`config.mk`:
```
export PLATFORM = sky130hd
export DESIGN_NAME = ipi_ctrl
export DESIGN_NICKNAME = d
export VERILOG_FILES = /design/src/rtl/ipi_pkg.sv /design/src/rtl/ipi_addr_dec.sv /design/src/rtl/ipi_slot.sv /design/src/rtl/ipi_ctrl.sv
export SDC_FILE = /design/constraint.sdc
export NUM_CORES = 1
export LEC_CHECK = 0
export ABC_CLOCK_PERIOD_IN_PS = 5250
export BUFFER_PORTS_ARGS = -buffer_cell sky130_fd_sc_hd__buf_2
export CORE_ASPECT_RATIO = 1.25
export CORE_UTILIZATION = 25
export CTS_CLUSTER_SIZE = 40
export DETAILED_ROUTE_END_ITERATION = 6
export PLACE_DENSITY_LB_ADDON = 0.25
export SYNTH_ARGS = -nofsm -noshare
export SYNTH_HDL_FRONTEND = slang
export SYNTH_SLANG_ARGS = --single-unit
```
`constraint.sdc`:
```
create_clock -name clk_i -period 5.25 [get_ports clk_i]
set_input_delay 1.05 -clock clk_i [delete_from_list [all_inputs] [get_ports clk_i]]
set_output_delay 1.05 -clock clk_i [all_outputs]
set_load 0.02 [all_outputs]
```
`src/rtl/ipi_pkg.sv`:
```
package ipi_pkg;
  localparam int unsigned WORD_W   = 32;
  localparam int unsigned ACK_BIT  = 31;
  localparam int unsigned RAISE_BIT = 30;
  localparam int unsigned PEND_BIT = 30;
  localparam int unsigned NODE_LSB = 16;
  localparam int unsigned NODE_W   = 14;
  localparam int unsigned MSG_W    = 16;

  typedef logic [NODE_W-1:0] node_t;
  typedef logic [MSG_W-1:0]  msg_t;

  typedef struct packed {
    logic  rsvd;
    logic  pending;
    node_t src;
    msg_t  msg;
  } mailbox_t;

  function automatic mailbox_t make_mailbox(node_t src, msg_t msg);
    mailbox_t m;
    m.rsvd    = 1'b0;
    m.pending = 1'b1;
    m.src     = src;
    m.msg     = msg;
    return m;
  endfunction
endpackage

```
`src/rtl/ipi_addr_dec.sv`:
```
module ipi_addr_dec #(
  parameter int unsigned NUM_CORES = 4,
  parameter int unsigned ADDR_W    = 8,
  localparam int unsigned CORE_W   = (NUM_CORES > 1) ? $clog2(NUM_CORES) : 1,
  localparam int unsigned FIELD_W  = ADDR_W - 3
) (
  input  logic [ADDR_W-1:0] addr_i,
  output logic [CORE_W-1:0] core_o,
  output logic              sel_mbox_o,
  output logic              in_range_o
);
  logic [FIELD_W-1:0] field;

  assign field      = addr_i[ADDR_W-1:3];
  assign sel_mbox_o = addr_i[2];
  assign in_range_o = (field < FIELD_W'(NUM_CORES));
  assign core_o     = field[CORE_W-1:0];
endmodule

```
`src/rtl/ipi_slot.sv`:
```
module ipi_slot
  import ipi_pkg::*;
(
  input  logic              clk_i,
  input  logic              rst_ni,
  input  logic              cmd_we_i,
  input  logic [WORD_W-1:0] wdata_i,
  input  logic              raise_i,
  input  mailbox_t          raise_word_i,
  output logic [WORD_W-1:0] cmd_o,
  output mailbox_t          mbox_o,
  output logic              irq_o
);
  logic [WORD_W-1:0] cmd_q;
  mailbox_t          mbox_q;

  always_ff @(posedge clk_i or negedge rst_ni) begin
    if (!rst_ni) cmd_q <= '0;
    else if (cmd_we_i) cmd_q <= wdata_i;
  end

  // raise is applied after acknowledge, so it wins on self-targeting
  always_ff @(posedge clk_i or negedge rst_ni) begin
    if (!rst_ni) begin
      mbox_q <= '0;
    end else if (raise_i) begin
      mbox_q <= raise_word_i;
    end else if (cmd_we_i && wdata_i[ACK_BIT]) begin
      mbox_q.pending <= 1'b0;
    end
  end

  assign cmd_o  = cmd_q;
  assign mbox_o = mbox_q;
  assign irq_o  = mbox_q.pending;
endmodule

```
`src/rtl/ipi_ctrl.sv`:
```
module ipi_ctrl
  import ipi_pkg::*;
#(
  parameter int unsigned NUM_CORES = 4,
  parameter int unsigned ADDR_W    = 8
) (
  input  logic                 clk_i,
  input  logic                 rst_ni,
  input  logic                 we_i,
  input  logic [ADDR_W-1:0]    addr_i,
  input  logic [WORD_W-1:0]    wdata_i,
  output logic [WORD_W-1:0]    rdata_o,
  output logic [NUM_CORES-1:0] irq_o
);
  localparam int unsigned CORE_W = (NUM_CORES > 1) ? $clog2(NUM_CORES) : 1;

  logic [CORE_W-1:0] core;
  logic              sel_mbox, in_range;
  node_t             dest;
  logic              dest_ok;
  mailbox_t          raise_word;
  logic              cmd_wr;

  logic [WORD_W-1:0] cmd_q  [NUM_CORES];
  mailbox_t          mbox_q [NUM_CORES];

  ipi_addr_dec #(.NUM_CORES(NUM_CORES), .ADDR_W(ADDR_W)) u_dec (
    .addr_i     (addr_i),
    .core_o     (core),
    .sel_mbox_o (sel_mbox),
    .in_range_o (in_range)
  );

  assign cmd_wr     = we_i && in_range && !sel_mbox;
  assign dest       = wdata_i[NODE_LSB +: NODE_W];
  assign dest_ok    = (dest < NODE_W'(NUM_CORES));
  assign raise_word = make_mailbox(NODE_W'(core), wdata_i[MSG_W-1:0]);

  for (genvar c = 0; c < NUM_CORES; c++) begin : g_slot
    logic own_wr, hit;
    assign own_wr = cmd_wr && (core == CORE_W'(c));
    assign hit    = cmd_wr && wdata_i[RAISE_BIT] && dest_ok && (dest == NODE_W'(c));

    ipi_slot u_slot (
      .clk_i        (clk_i),
      .rst_ni       (rst_ni),
      .cmd_we_i     (own_wr),
      .wdata_i      (wdata_i),
      .raise_i      (hit),
      .raise_word_i (raise_word),
      .cmd_o        (cmd_q[c]),
      .mbox_o       (mbox_q[c]),
      .irq_o        (irq_o[c])
    );
  end

  always_comb begin
    rdata_o = '0;
    for (int c = 0; c < NUM_CORES; c++) begin
      if (in_range && core == CORE_W'(c))
        rdata_o = sel_mbox ? WORD_W'(mbox_q[c]) : cmd_q[c];
    end
  end
endmodule

```
==> key figures <==
Critical path
  • Critical Path RT: 4200 ps
  • R2r setup slk: 4490 ps
  • Most used cell, CP: buf_2
  • Critical-path cell list: buf_2 -> or4_1 -> buf_4 -> nor4_1 -> buf_2
  • Worst path max stage delay: 820 ps
  • Worst endpoint data arrival time: 3140 ps
  • R2r endpoint: g_slot[3].u_slot.cmd_o[25]
  • CP endpoint kind: output port
  • Crit path launch type: input port
  • R2R cell count: 1
  • Crit-path slowest cell: or4_1
  • Crit Path Max Fanout: 22
  • Critical R2R Launch: g_slot[3].u_slot.cmd_o[25]
  • Critical path class: input port to output port

Power and ir drop
  • PD cells: 337 nW/um^2
  • Static Leakage: 5.39 nW
  • VDD IR max: 0.214 mV
  • Overall power: 0.00375 W

Final layout
  • Most frequent cells in the layout: 204 x dfrtp_1, 166 x mux2_2, 75 x buf_2, 46 x nor2_1, 38 x mux4_2
  • Fin nets: 750
  • Area Growth Syn to Fin: 18.6%
  • Fillers: 3712
  • Share of layout cells above drive strength 1: 51.3%
  • Ant. Diodes: 0
  • Most common cell after layout, fill and taps aside: dfrtp_1

Yosys
  • Yosys warning count: 0
  • Combinational family with the most area after synthesis: multiplexers
  • Synthesized Nets: 674
  • Compound-Gate Fraction of Synth Area: 1.63%
  • Synthesized cell area: 9370 um^2
  • Number of distinct library cells after synthesis: 30
  • Synth top area share: 54.5%
  • Yosys reg bits: 204
  • Syn Area/Cell: 14.9 um^2
  • Area contributors post-synth: dfrtp_1 54%, mux2_2 20%, mux4_2 9.1%, mux2_4 4.3%, mux2i_1 2.0%
  • Post-synth EDFFs: 0
  • Xor/xnor cell area share of the yosys netlist: 0%
  • Adder-cell share of the synthesized area: 0%
  • Cell count after synthesis: 631
  • Main flop type after synthesis: dfrtp_1
  • Share of synthesized registers carrying an async set or reset: 100%
  • Synth area leader: dfrtp_1
  • Simple-Gate Fraction of Synth Area: 5.91%
  • Post-synthesis mux area share: 35.4%
  • Sequential share of the synthesized area: 54.5%

Timing
  • Clock Skew: 0 ps
  • Actual slew at the worst max-slew pin: 910 ps
  • Post-layout min period: 4190 ps
  • Fmax: 239 MHz
  • RSZ-0062 raised after global routing: false
  • Rel. slew slack: 39.3%
  • Final hold violations: 0
  • Count of final setup violators: 0
  • Setup TNS: 0 ps
  • Fin. max-slew vios: 0
  • Period Utilization, post-route: 79.8%

Clock network
  • CTS Hold Bufs: 0
  • CTS tree: done
  • Clk root buf: clkbuf_16
  • Clk buf depth: 3
  • Worst-skew pair later-pin latency: 510 ps
  • Worst-path clk slew: 50 ps
  • Post-CTS Setup Repair Bufs: 0
  • Post-cts sizing count: 0
  • Htree depth: 1
  • CTS Buf Count: 25
  • CTS Sinks: 204

Die
  • Num rows: 78
  • Die W: 175 um
  • Top Ports: 79
  • DIE AREA: 38300 um^2
  • Initial Util: 25.6%
  • Die H: 218 um
  • Core Region: 36600 um^2

Routing
  • Routed len/inst: 19.0 um
  • Total wire length: 22900 um
  • Vias: 5464
  • Via density: 4.53
  • DRT Pass-1 Iters: 4
  • DRC violations left: 0
  • Initial drt markers: 265
  • Routed Antenna Nets: 0

Worst hold path
  • Hold Crit Depth: 2
  • Worst hold path type: flop to flop
  • Worst hold start: g_slot[1].u_slot.cmd_o[17]
  • Hold Crit Endpoint: g_slot[1].u_slot.cmd_o[17]

Global routing
  • Initial antenna violation count: 4
  • First-pass GRT wire length: 36400 um
  • Total grt overflow: 0
  • Tot GR Track Use: 12.4%
  • Largest net degree at the start of global routing: 108
  • Vias in the first global route: 5947

Place
  • Port Buf Inserts: 76
  • RePlAce Congestion: 0.720
  • Detail Placement HPWL: 14100 um

Run
  • Max-Cap Viols: 0

Status
  • Status: finished clean
[synth_stat cells (all sizes together), types with 2 or more instances]
| library cell | number |
|---|---|
| a211oi | 13 |
| a21o | 2 |
| buf | 25 |
| clkbuf | 22 |
| dfrtp | 204 |
| inv | 3 |
| mux2 | 193 |
| mux2i | 19 |
| mux4 | 38 |
| nand2 | 11 |
| nand2b | 3 |
| nand4 | 2 |
| nor2 | 46 |
| nor2b | 14 |
| nor3 | 4 |
| nor4 | 16 |
| nor4b | 2 |
| o21ai | 8 |
[registers in the layout (all words and copies together), names as in the netlist]
| name | count |
|---|---|
| g_slot.u_slot.mbox_o | 72 |
| g_slot.u_slot.cmd_o | 128 |
| g_slot.u_slot.irq_o | 4 |
[report_power, final]
| group | switching, W | internal [W] | total, W |
|---|---|---|---|
| Sequential | 0.0000608 | 0.00170 | 0.00177 |
| Clock | 0.000653 | 0.000970 | 0.00162 |
| Combinational | 0.000158 | 0.000202 | 0.000360 |
| Total | 0.000872 | 0.00288 | 0.00375 |
[kinds of logic after synthesis]
| family | after synthesis |
|---|---|
| multiplexers | 250 |
| flip-flops | 204 |
| AND/OR/NAND/NOR | 104 |
| buffers and inverters | 50 |
| AO/OA/AOI/OAI | 23 |
[final cells by class]
type,instances,area [um^2],area share [%]
Multi-Input combinational cell,377,4050,36.4
Inverter,3,11.3,0.101
Tap cell,480,601,5.40
Sequential cell,204,5100,45.9
Clock inverter,10,87.6,0.788
Timing Repair Buffer,96,577,5.19
Clock buffer,35,693,6.23
[worst max-delay path by stage]
stage	slack (ps)	from	cells past startpoint	endpoint
after global placement	1020	addr_i[2]	6	rdata_o[30]
after detailed placement	1000	addr_i[2]	6	rdata_o[1]
after floorplan	1540	addr_i[2]	5	rdata_o[30]
after CTS	1000	addr_i[2]	6	rdata_o[1]
final	1060	addr_i[2]	5	rdata_o[19]
after global routing	900	addr_i[2]	5	rdata_o[19]
[routing by layer]
| layer | share of wire [%] | track usage, % | vias to the layer above |
|---|---|---|---|
| li1 | - | - | 2472 |
| met1 | 46 | 16.7 | 2856 |
| met2 | 47 | 20.6 | 95 |
| met3 | 3.9 | 2.30 | 33 |
| met4 | 1.9 | 2.58 | 8 |
| met5 | 0.18 | 0 | - |
[critical path, delay by kind of cell]
family        cells  cell delay (ps)
simple gates      2             1230
buf+inv           3              850
[through the flow]
stage               cells  setup slack [ps]  hold WS, ps  cell area, um^2  utilization, %
finish               1205              1060          475            11100            30.4
global route         1205               903          509            11100            30.4
CTS                  1205               996          481            11100            30.4
detailed placement   1160              1000          469            10300            28.3
global placement     1160              1020          456            10300            28.3
floorplan             631              1540          439             9370               -
Note: power is estimated with default switching activity, not from simulation.
